==> src/rtl/tmr_pkg.sv <==
package tmr_pkg;
  localparam int NCH = 3;

  localparam logic [3:0] OFF_LOAD  = 4'h0;
  localparam logic [3:0] OFF_VALUE = 4'h4;
  localparam logic [3:0] OFF_CTRL  = 4'h8;
  localparam logic [3:0] OFF_CLEAR = 4'hC;
  localparam logic [7:0] FREE_LO_ADDR = 8'h60;
  localparam logic [7:0] FREE_HI_ADDR = 8'h64;

  localparam int CTRL_EN_BIT   = 7;
  localparam int CTRL_PER_BIT  = 6;
  localparam int CTRL_FAST_BIT = 3;
  localparam int FREE_EN_BIT   = 8;

  typedef struct packed {
    logic [NCH-1:0] loadWr;
    logic [NCH-1:0] ctrlWr;
    logic [NCH-1:0] clrWr;
    logic           freeCfgWr;
  } tmrStrobe_t;

  function automatic logic [7:0] regAddr(input int ch, input logic [3:0] off);
    logic [7:0] base;
    case (ch)
      0:       base = 8'h00;
      1:       base = 8'h20;
      default: base = 8'h80;
    endcase
    return base | {4'h0, off};
  endfunction
endpackage

==> src/rtl/tmr_chan.sv <==
module tmr_chan #(
  parameter int CNT_W = 16
) (
  input  logic             clk,
  input  logic             rstN,
  input  logic             tickSlow,
  input  logic             tickFast,
  input  logic             loadWr,
  input  logic             ctrlWr,
  input  logic             clrWr,
  input  logic [CNT_W-1:0] wdata,
  input  logic [2:0]       ctrlIn,   // {enable, periodic, fast}
  output logic [CNT_W-1:0] loadVal,
  output logic [CNT_W-1:0] cntVal,
  output logic             ctrlEn,
  output logic             ctrlPer,
  output logic             ctrlFast,
  output logic             irq
);
  logic tickSel;
  logic step;
  logic underflow;

  assign tickSel   = ctrlFast ? tickFast : tickSlow;
  assign step      = ctrlEn && tickSel;
  assign underflow = step && (cntVal == '0);

  always_ff @(posedge clk) begin
    if (!rstN) begin
      loadVal  <= '0;
      cntVal   <= '0;
      ctrlEn   <= 1'b0;
      ctrlPer  <= 1'b0;
      ctrlFast <= 1'b0;
      irq      <= 1'b0;
    end else begin
      if (ctrlWr) begin
        ctrlEn   <= ctrlIn[2];
        ctrlPer  <= ctrlIn[1];
        ctrlFast <= ctrlIn[0];
      end
      if (loadWr) loadVal <= wdata;
      if (step) begin
        if (underflow) cntVal <= ctrlPer ? loadVal : '1;
        else           cntVal <= cntVal - 1'b1;
      end else if (loadWr && !ctrlEn) begin
        cntVal <= wdata;
      end
      // a new underflow outranks a clear landing on the same edge
      if (underflow)  irq <= 1'b1;
      else if (clrWr) irq <= 1'b0;
    end
  end
endmodule

==> src/rtl/tmr_datapath.sv <==
module tmr_datapath import tmr_pkg::*; #(
  parameter int DATA_W   = 32,
  parameter int NARROW_W = 16,
  parameter int WIDE_W   = 32,
  parameter int FREE_W   = 40,
  parameter logic [FREE_W-1:0] FREE_INIT = '0
) (
  input  logic              clk,
  input  logic              rstN,
  input  logic              tickSlow,
  input  logic              tickFast,
  input  tmrStrobe_t        strobe,
  input  logic [DATA_W-1:0] wdata,
  output logic [DATA_W-1:0] chLoad [NCH],
  output logic [DATA_W-1:0] chCnt  [NCH],
  output logic [DATA_W-1:0] chCtrl [NCH],
  output logic [NCH-1:0]    irq,
  output logic [FREE_W-1:0] freeCnt,
  output logic              freeEn
);
  logic [2:0] ctrlIn;
  assign ctrlIn = {wdata[CTRL_EN_BIT], wdata[CTRL_PER_BIT], wdata[CTRL_FAST_BIT]};

  for (genvar i = 0; i < NCH; i++) begin : g_chan
    localparam int W = (i == NCH - 1) ? WIDE_W : NARROW_W;
    logic [W-1:0] ldQ;
    logic [W-1:0] cntQ;
    logic         en;
    logic         per;
    logic         fast;

    tmr_chan #(.CNT_W(W)) u_chan (
      .clk      (clk),
      .rstN     (rstN),
      .tickSlow (tickSlow),
      .tickFast (tickFast),
      .loadWr   (strobe.loadWr[i]),
      .ctrlWr   (strobe.ctrlWr[i]),
      .clrWr    (strobe.clrWr[i]),
      .wdata    (wdata[W-1:0]),
      .ctrlIn   (ctrlIn),
      .loadVal  (ldQ),
      .cntVal   (cntQ),
      .ctrlEn   (en),
      .ctrlPer  (per),
      .ctrlFast (fast),
      .irq      (irq[i])
    );

    assign chLoad[i] = DATA_W'(ldQ);
    assign chCnt[i]  = DATA_W'(cntQ);
    // readback places enable, periodic and fast at bits 7, 6 and 3
    assign chCtrl[i] = DATA_W'({en, per, 2'b00, fast, 3'b000});
  end

  always_ff @(posedge clk) begin
    if (!rstN) begin
      freeCnt <= FREE_INIT;
      freeEn  <= 1'b0;
    end else begin
      if (strobe.freeCfgWr) freeEn <= wdata[FREE_EN_BIT];
      if (freeEn && tickFast) freeCnt <= freeCnt + 1'b1;
    end
  end
endmodule

==> src/rtl/tmr_regctl.sv <==
module tmr_regctl import tmr_pkg::*; #(
  parameter int ADDR_W = 8,
  parameter int DATA_W = 32,
  parameter int FREE_W = 40
) (
  input  logic [ADDR_W-1:0] busAddr,
  input  logic              busWe,
  input  logic [DATA_W-1:0] chLoad [NCH],
  input  logic [DATA_W-1:0] chCnt  [NCH],
  input  logic [DATA_W-1:0] chCtrl [NCH],
  input  logic [FREE_W-1:0] freeCnt,
  input  logic              freeEn,
  output tmrStrobe_t        strobe,
  output logic [DATA_W-1:0] busRdata
);
  localparam int HI_W = FREE_W - DATA_W;

  always_comb begin
    strobe = '0;
    if (busWe) begin
      for (int i = 0; i < NCH; i++) begin
        if (busAddr == ADDR_W'(regAddr(i, OFF_LOAD)))  strobe.loadWr[i] = 1'b1;
        if (busAddr == ADDR_W'(regAddr(i, OFF_CTRL)))  strobe.ctrlWr[i] = 1'b1;
        if (busAddr == ADDR_W'(regAddr(i, OFF_CLEAR))) strobe.clrWr[i]  = 1'b1;
      end
      if (busAddr == ADDR_W'(FREE_HI_ADDR)) strobe.freeCfgWr = 1'b1;
    end
  end

  always_comb begin
    busRdata = '0;
    for (int i = 0; i < NCH; i++) begin
      if (busAddr == ADDR_W'(regAddr(i, OFF_LOAD)))  busRdata = chLoad[i];
      if (busAddr == ADDR_W'(regAddr(i, OFF_VALUE))) busRdata = chCnt[i];
      if (busAddr == ADDR_W'(regAddr(i, OFF_CTRL)))  busRdata = chCtrl[i];
    end
    if (busAddr == ADDR_W'(FREE_LO_ADDR)) busRdata = freeCnt[DATA_W-1:0];
    if (busAddr == ADDR_W'(FREE_HI_ADDR)) begin
      busRdata[HI_W-1:0]   = freeCnt[FREE_W-1:DATA_W];
      busRdata[FREE_EN_BIT] = freeEn;
    end
  end
endmodule

==> src/rtl/tick_timer_bank.sv <==
module tick_timer_bank import tmr_pkg::*; #(
  parameter int ADDR_W   = 8,
  parameter int DATA_W   = 32,
  parameter int NARROW_W = 16,
  parameter int WIDE_W   = 32,
  parameter int FREE_W   = 40,
  parameter logic [FREE_W-1:0] FREE_INIT = '0
) (
  input  logic              clk,
  input  logic              rstN,
  input  logic              tickSlow,
  input  logic              tickFast,
  input  logic [ADDR_W-1:0] busAddr,
  input  logic              busWe,
  input  logic [DATA_W-1:0] busWdata,
  output logic [DATA_W-1:0] busRdata,
  output logic [NCH-1:0]    irq
);
  tmrStrobe_t        strobe;
  logic [DATA_W-1:0] chLoad [NCH];
  logic [DATA_W-1:0] chCnt  [NCH];
  logic [DATA_W-1:0] chCtrl [NCH];
  logic [FREE_W-1:0] freeCnt;
  logic              freeEn;

  tmr_regctl #(.ADDR_W(ADDR_W), .DATA_W(DATA_W), .FREE_W(FREE_W)) u_regctl (
    .busAddr  (busAddr),
    .busWe    (busWe),
    .chLoad   (chLoad),
    .chCnt    (chCnt),
    .chCtrl   (chCtrl),
    .freeCnt  (freeCnt),
    .freeEn   (freeEn),
    .strobe   (strobe),
    .busRdata (busRdata)
  );

  tmr_datapath #(
    .DATA_W(DATA_W), .NARROW_W(NARROW_W), .WIDE_W(WIDE_W),
    .FREE_W(FREE_W), .FREE_INIT(FREE_INIT)
  ) u_datapath (
    .clk      (clk),
    .rstN     (rstN),
    .tickSlow (tickSlow),
    .tickFast (tickFast),
    .strobe   (strobe),
    .wdata    (busWdata),
    .chLoad   (chLoad),
    .chCnt    (chCnt),
    .chCtrl   (chCtrl),
    .irq      (irq),
    .freeCnt  (freeCnt),
    .freeEn   (freeEn)
  );
endmodule

==> config.mk <==
export PLATFORM = sky130hd
export DESIGN_NAME = tick_timer_bank
export DESIGN_NICKNAME = d
export VERILOG_FILES = /design/src/rtl/tmr_pkg.sv /design/src/rtl/tmr_chan.sv /design/src/rtl/tmr_datapath.sv /design/src/rtl/tmr_regctl.sv /design/src/rtl/tick_timer_bank.sv
export SDC_FILE = /design/constraint.sdc
export NUM_CORES = 1
export LEC_CHECK = 0
export BUFFER_PORTS_ARGS = -buffer_cell sky130_fd_sc_hd__clkbuf_2
export CAP_MARGIN = 20
export CELL_PAD_IN_SITES_DETAIL_PLACEMENT = 0
export CELL_PAD_IN_SITES_GLOBAL_PLACEMENT = 2
export CORE_MARGIN = 4
export CORE_UTILIZATION = 36
export DETAILED_ROUTE_END_ITERATION = 8
export GPL_TIMING_DRIVEN = 0
export PLACE_DENSITY = 0.77
export SLEW_MARGIN = 30
export SYNTH_ARGS = -nofsm -noshare
export SYNTH_HDL_FRONTEND = slang
export SYNTH_SLANG_ARGS = --single-unit
==> constraint.sdc <==
create_clock -name clk -period 2.65 [get_ports clk]
set_input_delay 0.3975 -clock clk [delete_from_list [all_inputs] [get_ports clk]]
set_output_delay 0.3975 -clock clk [all_outputs]
set_load 0.05 [all_outputs]
==> run summary, run 1 <==
CTS buffer count: 17
fin. max-slew vios: 0
Starting Density: 0.366
clock latency on the worst-skew pair: 0.46 ns
final number of hold-violating endpoints: 0
period utilization: 1.04
residual DRC count: 0
Hold Buf Count CTS: 0
pin count of the biggest net entering global routing: 17
initial antenna violation count: 0
Mapped Area: 10,900 um2
vias in the first global route: 10.8k
I/O Pins: 80
Mean Syn Cell Area: 7.67 um2
commonest non-fill, non-tap cell in the layout: nand2_1
worst r2r path cells: 8
fin util: 0.443
pwr dens: 446 nW/um2
wire length per cell: 25.4 um
worst setup margin: -0.0994 ns
Setup CP Type: input port to output port
Crit path top cell by count: buf_12
placed inst area: 11,800 um2
nets: 1,583
Final Power: 5870 uW
number of DRC markers in iteration 0: 1,556
antenna viol nets, final: 0
Min-Delay Path Class: input port to flop
Pre-Repair DR Iteration Count: 6
commonest register cell after synthesis: dfxtp_1
Die ar.: 33,100 um2
Place WS: -0.886 ns
family with the most delay on the worst path: compound AO/OA/AOI/OAI gates
first-pass GRT wire length: 72,400 um
CTS tree: yes
synthesis-to-finish area growth: 20.9%
Sink Count: 181
core area: 29,700 um2
crit path time final: 2.75 ns
post-synthesis xor/xnor area fraction: 0.0604
main combinational cell family by area after synthesis: simple AND/OR/NAND/NOR gates
mux contribution to synthesized area: 0.0406
Worst-path clk slew: 0.07 ns
VDD IR max: 0.000454 V
crit path launch: busAddr[5]
DRT Wirelength: 49,100 um
Least-Margin Pin Slew: 1.01 ns
skew final: 0.0117 ns
DP HPWL: 36,500 um
Yosys Warn Count: 0
Post-synth ARST share: 0
clk root buf: clkbuf_16
CTS max path bufs: 2
share of post-route cells with drive strength above 1: 0.192
most frequent cells in the layout: 232 x nand2_1, 180 x dfxtp_1, 136 x a21oi_1
outcome: complete, but fails checks
GP Congestion: 0.948
largest fanout on the critical path: 10
Finished Cell Area: 13,200 um2
Post-synth EDFFs: 0
WP data arrival: 2.35 ns
fmax: 0.364 GHz
reg2reg setup slack: 0.15 ns
Synth Area in Compound Gates: 0.224
Total GRT Usage: 0.290
maximum level of the CTS H-tree: 4
CP bufs+invs: 4
Critical Path End: busRdata[13]
R2R Path Start: u_datapath.g_chan[0].u_chan.cntVal[0]
Critical Path RT: 2.25 ns
critical path cell sequence: buf_12 -> buf_12 -> nor4b_4 -> clkbuf_4 -> a221oi_1 -> o22ai_1 -> o211ai_1 -> nand2_1 -> clkbuf_8
cell count after synthesis: 1,419
FF+latch count, synth: 181
Max Cap Viol: 0
failing checks: setup timing
Slowest-stage cell, CP: a221oi_1
GR Overflow Total: 0
crit path capture type: output port
Via density: 5.99
Post-Syn Nets: 1,469
Netlist cell types: 88
# port buffers: 70
die height: 182 um
final setup violation count: 7
CP max stage delay: 0.56 ns
CP Depth: 9
Die Span X: 182 um
LEAKAGE: 0.00486 uW
num rows: 63
Seq/Total Area, Yosys: 0.333
RSZ-0062 raised after global routing: yes
Synth Area in Simple Gates: 0.277
Rel. slew slack: 0.324
n_diodes: 0
WHS: 0.174 ns
routed vias: 11.6k
FF-to-FF End: u_datapath.g_chan[0].u_chan.cntVal[15]
Adder-Cell Fraction of Synth Area: 0.00575
Worst Setup Start Kind: input port
[routing by layer]
layer | share of wire | up-vias | GRT usage
met2 | 0.42 | 497 | 0.423
li1 | - | 5364 | -
met3 | 0.081 | 67 | 0.0661
met5 | 0 | - | 0
met1 | 0.47 | 5661 | 0.431
met4 | 0.024 | 0 | 0.0718
[what timing repair did]
item                                    4_1_cts  5_1_grt
buffers inserted                             17        8
cloned                                        1        1
endpoints found under the setup margin       38       58
gates resized for setup                     118       77
pin swaps                                    17       16
[final cells by class]
| type | count | area (um2) |
|---|---|---|
| Inverter | 32 | 120 |
| Tap cell | 390 | 488 |
| Multi-Input combinational cell | 1099 | 6910 |
| Timing Repair Buffer | 97 | 747 |
| Clock inverter | 13 | 156 |
| Sequential cell | 181 | 3620 |
| Buffer | 105 | 679 |
| Fill cell | 3046 | 16600 |
| Clock buffer | 19 | 433 |
[synthesized netlist by cell type, types with 4 or more instances]
| library cell | n | area [um2] |
|---|---|---|
| and4_1 | 5 | 43.8 |
| a21oi_1 | 152 | 761 |
| o21ai_0 | 82 | 410 |
| inv_1 | 31 | 116 |
| and3_1 | 9 | 56.3 |
| nand4_1 | 19 | 119 |
| nor3_1 | 43 | 215 |
| clkbuf_1 | 69 | 259 |
| xor2_1 | 47 | 412 |
| o22ai_1 | 32 | 200 |
| or3_1 | 21 | 131 |
| buf_4 | 6 | 45.0 |
| dfxtp_1 | 181 | 3620 |
| a31oi_1 | 6 | 37.5 |
| a221oi_1 | 7 | 61.3 |
| o221ai_1 | 6 | 52.6 |
| buf_6 | 10 | 113 |
| and2_1 | 4 | 25.0 |
| a22oi_1 | 14 | 105 |
| nand2_1 | 234 | 878 |
| buf_1 | 5 | 18.8 |
| buf_2 | 18 | 90.1 |
| mux2i_1 | 16 | 160 |
| a222oi_1 | 17 | 170 |
| a211oi_1 | 4 | 30.0 |
| nor2b_1 | 5 | 31.3 |
| nor2_1 | 119 | 447 |
| ha_1 | 5 | 62.6 |
| nand3b_1 | 19 | 143 |
| mux2_2 | 24 | 270 |
| nand2b_1 | 6 | 37.5 |
| nand3_1 | 39 | 195 |
| o2111ai_1 | 4 | 35.0 |
| nor4_4 | 7 | 149 |
| xnor2_1 | 28 | 245 |
| o211ai_1 | 15 | 113 |
| nor4_1 | 19 | 119 |
| a221o_1 | 6 | 60.1 |
[worst register-to-register path: stages, from the launching register on]
cell and delay, ns:
dfxtp_1 0.37, inv_1 0.08, ha_1 0.26, or4b_4 0.53, nor3_4 0.29, nand3_1 0.22
or3_1 0.40, a31oi_1 0.17, a311oi_1 0.06
[state kept, by name, summed over array words and instances (netlist names)]
register                           cells
u_datapath.freeCnt                    40
u_datapath.g_chan.u_chan.irq           3
u_datapath.g_chan.u_chan.ctrlEn        3
u_datapath.g_chan.u_chan.loadVal      64
u_datapath.g_chan.u_chan.ctrlFast      3
u_datapath.g_chan.u_chan.ctrlPer       3
u_datapath.freeEn                      1
u_datapath.g_chan.u_chan.cntVal       64
[where the power goes]
part | switching [uW] | total, uW | internal (uW) | leakage, uW
clock network | 1200 | 2690 | 1480 | 0.000287
logic | 315 | 455 | 140 | 0.00312
registers | 5.67 | 2730 | 2720 | 0.00146
total | 1530 | 5870 | 4340 | 0.00486
[through the flow]
step	TNS, ns	instances
finish	-0.206	1936
global route	-0.221	1936
CTS	-0.175	1927
detailed placement	-24.05	1880
global placement	-24.61	1879
floorplan	-0.0319	1419
[logic make-up (layout without fill, tap and decap cells)]
group | Yosys count | in the layout
and+or+nand+nor | 588 | 589
AOI/OAI and AO/OA | 389 | 389
DFF | 181 | 181
buffers and inverters | 140 | 266
xor gates and xnor gates | 75 | 75
muxes | 41 | 41
adders and majority gates | 5 | 5
[worst min-delay path by stage]
stage	from	to	slack, ns	cells after the start
2_1_floorplan	u_datapath.g_chan[1].u_chan.loadVal[0]	u_datapath.g_chan[1].u_chan.loadVal[0]	0.44	2
3_3_place_gp	u_datapath.g_chan[2].u_chan.loadVal[6]	u_datapath.g_chan[2].u_chan.loadVal[6]	0.46	2
3_5_place_dp	u_datapath.g_chan[2].u_chan.loadVal[6]	u_datapath.g_chan[2].u_chan.loadVal[6]	0.46	2
4_1_cts	busWdata[29]	u_datapath.g_chan[2].u_chan.loadVal[29]	0.15	3
5_1_grt	busWdata[18]	u_datapath.g_chan[2].u_chan.loadVal[18]	0.17	3
6_report	busWdata[22]	u_datapath.g_chan[2].u_chan.loadVal[22]	0.17	3
Power figures use the tool's default switching activity.
==> run 2, diff against run 1 <==
==> constraint.sdc (replaced) <==
create_clock -name clk -period 2.65 [get_ports clk]
set_input_delay 0.3975 -clock clk [delete_from_list [all_inputs] [get_ports clk]]
set_output_delay 0.3975 -clock clk [all_outputs]
set_load 0.01 [all_outputs]
==> run 2 against run 1 <==
  * The flow still finishes with violations (setup timing)
  * Clock skew rose by 0.0014 ns
  * Core utilization fell by 0.55 points
  * Sequential cell count did not move
  * Hold slack got worse by 0.0026 ns
  * Global-route usage rose by 0.18 points
  * First-iteration DRC count fell by 25%
  * Highest routed layer unchanged
  * Register-to-register slack barely moved
  * Count of clock-buffer cells in the layout rose by 2
  * Largest cell class unchanged
  * Sequential power barely moved
==> run summary, run 2 (synthesis results as in run 1) <==
outcome: complete, but fails checks (unchanged)
failing checks: setup timing (unchanged)
pwr dens: 448 nW/um2 (was 446 nW/um2)
placed insts: 1,879 (was 1,880)
num rows: 63 (unchanged)
max layer used: met4 (unchanged)
reg2reg setup slack: 0.14 ns (was 0.15 ns)
largest fanout on the critical path: 5 (was 10)
VDD IR max: 0.000458 V (was 0.000454 V)
RSZ-0062 raised after global routing: yes (unchanged)
Rel. slew slack: 0.317 (was 0.324)
I/O Pins: 80 (unchanged)
worst r2r path cells: 8 (unchanged)
clk root buf: clkbuf_16 (unchanged)
WHS Endpoint: u_datapath.g_chan[2].u_chan.loadVal[22] (unchanged)
Die Span X: 182 um (unchanged)
GP Congestion: 0.944 (was 0.948)
GR Overflow Total: 0 (unchanged)
share of post-route cells with drive strength above 1: 0.196 (was 0.192)
Via density: 5.96 (was 5.99)
Sink Count: 181 (unchanged)
WHS: 0.171 ns (was 0.174 ns)
pin count of the biggest net entering global routing: 17 (unchanged)
Total GRT Usage: 0.292 (was 0.290)
Starting Density: 0.366 (unchanged)
residual DRC count: 0 (unchanged)
crit path time final: 2.71 ns (was 2.75 ns)
CTS buffer count: 17 (unchanged)
Slowest-stage cell, CP: or4b_4 (was a221oi_1)
CTS max path bufs: 2 (unchanged)
Met2 Routed Length: 20,700 um (was 20,800 um)
synthesis-to-finish area growth: 19.4% (was 20.9%)
R2R Path Start: u_datapath.g_chan[0].u_chan.cntVal[0] (unchanged)
commonest non-fill, non-tap cell in the layout: nand2_1 (unchanged)
skew final: 0.0131 ns (was 0.0117 ns)
number of DRC markers in iteration 0: 1,162 (was 1,556)
first-pass GRT wire length: 72,700 um (was 72,400 um)
final number of hold-violating endpoints: 0 (unchanged)
die height: 182 um (unchanged)
CP bufs+invs: 3 (was 4)
Place WS: -0.672 ns (was -0.886 ns)
clock latency on the worst-skew pair: 0.46 ns (about the same)
LEAKAGE: 0.00483 uW (was 0.00486 uW)
CTS tree: yes (unchanged)
met3 wire len: 3510 um (was 3970 um)
vias in the first global route: 10.7k (was 10.8k)
WL met1: 24,200 um (was 23,100 um)
Final Non-Filler Cells: 1,938 (was 1,936)
nets: 1,585 (was 1,583)
final setup violation count: 5 (was 7)
maximum level of the CTS H-tree: 4 (unchanged)
critical path cell sequence: clkbuf_8 -> or4b_4 -> nor2_4 -> buf_6 -> a21oi_2 -> a21oi_2 -> a21oi_2 -> a221o_1 -> clkbuf_2 (was buf_12 -> buf_12 -> nor4b_4 -> clkbuf_4 -> a221oi_1 -> o22ai_1 -> o211ai_1 -> nand2_1 -> clkbuf_8)
CP max stage delay: 0.59 ns (was 0.56 ns)
# port buffers: 70 (unchanged)
antenna viol nets, final: 0 (unchanged)
Worst-path clk slew: 0.07 ns (about the same)
core area: 29,700 um2 (unchanged)
Crit path top cell by count: a21oi_2 (was buf_12)
Critical Path RT: 2.25 ns (about the same)
biggest registers after layout: u_datapath.g_chan.u_chan.cntVal x64, u_datapath.g_chan.u_chan.loadVal x64, u_datapath.freeCnt x40 (unchanged)
Max Cap Viol: 0 (unchanged)
DP HPWL: 36,500 um (about the same)
Setup CP Type: input port to output port (unchanged)
n_diodes: 0 (unchanged)
Pre-Repair DR Iteration Count: 6 (unchanged)
Worst Setup Start Kind: input port (unchanged)
wire length per cell: 25.5 um (was 25.4 um)
worst setup margin: -0.0579 ns (was -0.0994 ns)
DRT Wirelength: 49,400 um (was 49,100 um)
crit path capture type: output port (unchanged)
fmax: 0.369 GHz (was 0.364 GHz)
period utilization: 1.02 (was 1.04)
FF-to-FF End: u_datapath.g_chan[0].u_chan.cntVal[15] (unchanged)
routed vias: 11.6k (about the same)
Min-Delay Path Class: input port to flop (unchanged)
Least-Margin Pin Slew: 1.02 ns (was 1.01 ns)
Die ar.: 33,100 um2 (unchanged)
most frequent cells in the layout: 232 x nand2_1, 180 x dfxtp_1, 130 x a21oi_1 (was 232 x nand2_1, 180 x dfxtp_1, 136 x a21oi_1)
fin. max-slew vios: 0 (unchanged)
WP data arrival: 2.31 ns (was 2.35 ns)
WHS Path Cells: 3 (unchanged)
initial antenna violation count: 0 (unchanged)
Hold Buf Count CTS: 0 (unchanged)
family with the most delay on the worst path: simple AND/OR/NAND/NOR gates (was compound AO/OA/AOI/OAI gates)
Hold Path Origin: busWdata[22] (unchanged)
## run 2: power breakdown
group / switching [uW] / internal [uW]
sequential: 5.78 / 2720
combinational: 307 / 125
clock: 1280 / 1390
## run 2: what timing repair did
action,CTS,global route
buffers inserted,12,18
hold endpoints to repair,0,0
pin swaps,12,29
resized for setup,83,68
gates cloned,2,0
endpoints found under the setup margin,34,58
## run 2: worst max path at each step
stage	from	slack [ns]	endpoint	depth (start not counted)
final	busAddr[4]	-0.06	busRdata[4]	9
after global routing	busAddr[4]	-0.07	busRdata[5]	9
after CTS	busAddr[2]	-0.07	busRdata[13]	10
after detailed placement	busAddr[2]	-0.67	busRdata[3]	8
after global placement	busAddr[2]	-0.73	busRdata[3]	8
after floorplan	busAddr[1]	0.19	busRdata[4]	6
## run 2: layout make-up
type	count	area, um2
timing repair buffer	101	646
inverter	32	120
fill	3131	16700
multi-input combinational	1099	6910
buffer	103	623
clock buffer	21	470
sequential	181	3620
clock inverter	11	115
tap	390	488
## run 2: stage by stage
step | setup TNS (ns) | area, um2 | total power (uW) | utilization
after global routing | -0.352 | 13000 | 5970 | 0.437
final | -0.128 | 13000 | 5830 | 0.437
after CTS | -0.523 | 12700 | 5810 | 0.426
after detailed placement | -17.71 | 11700 | 3160 | 0.395
after global placement | -17.72 | 11700 | 3160 | 0.394
after floorplan | 0 | 10900 | 2970 | -
## run 2: tightest hold or removal path, stage by stage
cell and delay (ns):
clkbuf_2 0.09, nand2_1 0.05, a21oi_1 0.05
## run 2: routing by layer
| layer | global-route usage | vias to the layer above |
|---|---|---|
| met1 | 0.451 | 5682 |
| met2 | 0.423 | 462 |
| met3 | 0.0467 | 46 |
| li1 | - | 5367 |
| met4 | 0.0645 | 0 |
| met5 | 0 | - |
==> run 3, diff against run 2 <==
--- a/config.mk
+++ b/config.mk
@@ -10,10 +10,10 @@
 export CELL_PAD_IN_SITES_DETAIL_PLACEMENT = 0
 export CELL_PAD_IN_SITES_GLOBAL_PLACEMENT = 2
 export CORE_MARGIN = 4
-export CORE_UTILIZATION = 36
+export CORE_UTILIZATION = 30
 export DETAILED_ROUTE_END_ITERATION = 8
 export GPL_TIMING_DRIVEN = 0
-export PLACE_DENSITY = 0.77
+export PLACE_DENSITY = 0.66
 export SLEW_MARGIN = 30
 export SYNTH_ARGS = -nofsm -noshare
 export SYNTH_HDL_FRONTEND = slang
==> run 3 against run 2 <==
  * The run still ends with setup timing left
  * Power is 2.4% higher
  * Sequential share of layout area is 0.40 points lower
  * Fmax is 0.20% higher
  * First-iteration DRC count is 19% lower
  * Sequential cell count stayed put
  * Critical path type unchanged
  * Critical endpoint is now busRdata[6]
  * Highest routed layer is now met5
==> run summary, run 3 (synthesis results as in run 1) <==
Least-Margin Pin Slew: 0.966 ns (was 1.02 ns)
internal power: 4360 uW (was 4240 uW)
core area: 35,700 um2 (was 29,700 um2)
fmax: 0.370 GHz (was 0.369 GHz)
pwr dens: 452 nW/um2 (was 448 nW/um2)
grt peak-use layer: met1 (unchanged)
DRT Wirelength: 51,500 um (was 49,400 um)
commonest non-fill, non-tap cell in the layout: nand2_1 (unchanged)
GR Overflow Total: 0 (unchanged)
VDD IR max: 0.000484 V (was 0.000458 V)
number of DRC markers in iteration 0: 945 (was 1,162)
maximum level of the CTS H-tree: 4 (unchanged)
Setup CP Type: input port to output port (unchanged)
final number of hold-violating endpoints: 0 (unchanged)
Total GRT Usage: 0.259 (was 0.292)
routed vias: 11.4k (was 11.6k)
# port buffers: 70 (unchanged)
Max Cap Viol: 0 (unchanged)
Via density: 5.67 (was 5.96)
nets: 1,587 (was 1,585)
Clock Power Share: 0.467 (was 0.458)
first-pass GRT wire length: 75,500 um (was 72,700 um)
final setup violation count: 10 (was 5)
crit path time final: 2.70 ns (was 2.71 ns)
LEAKAGE: 0.00486 uW (was 0.00483 uW)
clk root buf: clkbuf_16 (unchanged)
biggest registers after layout: u_datapath.g_chan.u_chan.cntVal x64, u_datapath.g_chan.u_chan.loadVal x64, u_datapath.freeCnt x40 (unchanged)
share of post-route cells with drive strength above 1: 0.194 (was 0.196)
GP Congestion: 0.988 (was 0.944)
reg2reg setup slack: 0.09 ns (was 0.14 ns)
largest fanout on the critical path: 6 (was 5)
Pre-Repair DR Iteration Count: 8 (was 6)
Starting Density: 0.305 (was 0.366)
num rows: 69 (was 63)
WP data arrival: 2.30 ns (was 2.31 ns)
vias in the first global route: 10.7k (about the same)
CTS tree: yes (unchanged)
Finished Cell Area: 13,200 um2 (was 13,000 um2)
RSZ-0062 raised after global routing: yes (unchanged)
worst setup margin: -0.0525 ns (was -0.0579 ns)
CP max stage delay: 0.56 ns (was 0.59 ns)
antenna viol nets, final: 0 (unchanged)
Min-Delay Path Class: input port to flop (unchanged)
most frequent cells in the layout: 233 x nand2_1, 180 x dfxtp_1, 136 x a21oi_1 (was 232 x nand2_1, 180 x dfxtp_1, 130 x a21oi_1)
CTS max path bufs: 2 (unchanged)
period utilization: 1.02 (about the same)
WHS: 0.165 ns (was 0.171 ns)
DP HPWL: 38,800 um (was 36,500 um)
routing usage on met2: 0.378 (was 0.423)
initial antenna violation count: 1 (was 0)
Critical Path RT: 2.25 ns (about the same)
Reg power frac: 0.457 (was 0.468)
skew final: 0.0111 ns (was 0.0131 ns)
wire length per cell: 25.6 um (was 25.5 um)
Crit path top cell by count: clkbuf_16 (was a21oi_2)
Combinational Power Share: 0.076 (was 0.074)
Worst Setup Start Kind: input port (unchanged)
I/O Pins: 80 (unchanged)
pin count of the biggest net entering global routing: 17 (unchanged)
failing checks: setup timing (unchanged)
residual DRC count: 0 (unchanged)
Sink Count: 181 (unchanged)
Die Span X: 198 um (was 182 um)
outcome: complete, but fails checks (unchanged)
Hold Buf Count CTS: 0 (unchanged)
M1 GR Usage: 0.396 (was 0.451)
crit path capture type: output port (unchanged)
Sw Share: 0.270 (was 0.273)
Worst-path clk slew: 0.07 ns (about the same)
CTS buffer count: 17 (unchanged)
net switching power: 1610 uW (was 1590 uW)
Slowest-stage cell, CP: or4b_4 (unchanged)
fin. max-slew vios: 0 (unchanged)
Die ar.: 39,400 um2 (was 33,100 um2)
M3 GR Usage: 0.0366 (was 0.0467)
Place WS: -0.835 ns (was -0.672 ns)
synthesis-to-finish area growth: 21.2% (was 19.4%)
critical path cell sequence: clkbuf_16 -> buf_8 -> or4b_4 -> clkbuf_16 -> o2111ai_4 -> a32oi_2 -> o32a_1 -> clkbuf_2 (was clkbuf_8 -> or4b_4 -> nor2_4 -> buf_6 -> a21oi_2 -> a21oi_2 -> a21oi_2 -> a221o_1 -> clkbuf_2)
die height: 198 um (was 182 um)
clock latency on the worst-skew pair: 0.47 ns (was 0.46 ns)
Rel. slew slack: 0.356 (was 0.317)
placed inst area: 11,800 um2 (was 11,700 um2)
Setup TNS: -0.331 ns (was -0.128 ns)
## run 3: cell count changes in the layout (fill, tap and decap cells not counted), sizes merged
cell	before	now
clkinv	6	3
inv	34	35
buf	80	69
clkbuf	145	154
clkinvlp	2	5
diode	0	1
bufinv	1	3
bufbuf	0	1
## run 3: area by class of cell
class | instances | area (um2)
fillers | 3818 | 22500
multi-input cells | 1099 | 6890
flip-flops and latches | 181 | 3620
repair buffers | 102 | 701
plain buffers | 104 | 667
well taps | 461 | 577
clock buffers | 18 | 429
clock inverters | 14 | 175
inverters | 32 | 120
diodes | 1 | 2.50
## run 3: path summary, 6_finish.rpt
kind                            cells after the start                                       to                                    from
worst max register to register                      8   u_datapath.g_chan[0].u_chan.cntVal[15]   u_datapath.g_chan[0].u_chan.cntVal[0]
worst max-delay path                                8                              busRdata[6]                              busAddr[2]
worst min register to register                      2   u_datapath.g_chan[2].u_chan.loadVal[6]  u_datapath.g_chan[2].u_chan.loadVal[6]
worst min-delay path                                3  u_datapath.g_chan[2].u_chan.loadVal[22]                            busWdata[22]
## run 3: critical path: cells and delay by family
| kind | cells | cell delay, ns |
|---|---|---|
| buf+inv | 4 | 0.60 |
| compound gates | 3 | 0.74 |
| simple gates | 1 | 0.56 |
## run 3: routing by layer
metal / vias up / share of wire
met1: 5622 / 0.49
met2: 372 / 0.43
met4: 2 / 0.026
met5: - / 0.00025
li1: 5364 / -
met3: 57 / 0.057
## run 3: what timing repair did
item | CTS | global route
cloned | 3 | 0
pin swaps | 18 | 23
setup endpoints to repair | 37 | 55
setup buffers | 17 | 13
resized for setup | 112 | 36
## run 3: power by group through the flow
| stage | Clock, uW | Sequential [uW] | Combinational (uW) |
|---|---|---|---|
| 6_report | 2790 | 2730 | 454 |
| 4_1_cts | 2850 | 2730 | 440 |
| 3_5_place_dp | 0 | 2790 | 382 |
| 2_1_floorplan | 0 | 2790 | 181 |
| 5_1_grt | 2940 | 2730 | 475 |
| 3_3_place_gp | 0 | 2790 | 386 |
## run 3: stage by stage
step / power [uW] / utilization / std cells
after global routing: 6140 / 0.370 / 2011
after global placement: 3180 / 0.331 / 1950
final: 5970 / 0.370 / 2012
after floorplan: 2970 / - / 1419
after detailed placement: 3170 / 0.331 / 1950
after CTS: 6020 / 0.365 / 2000
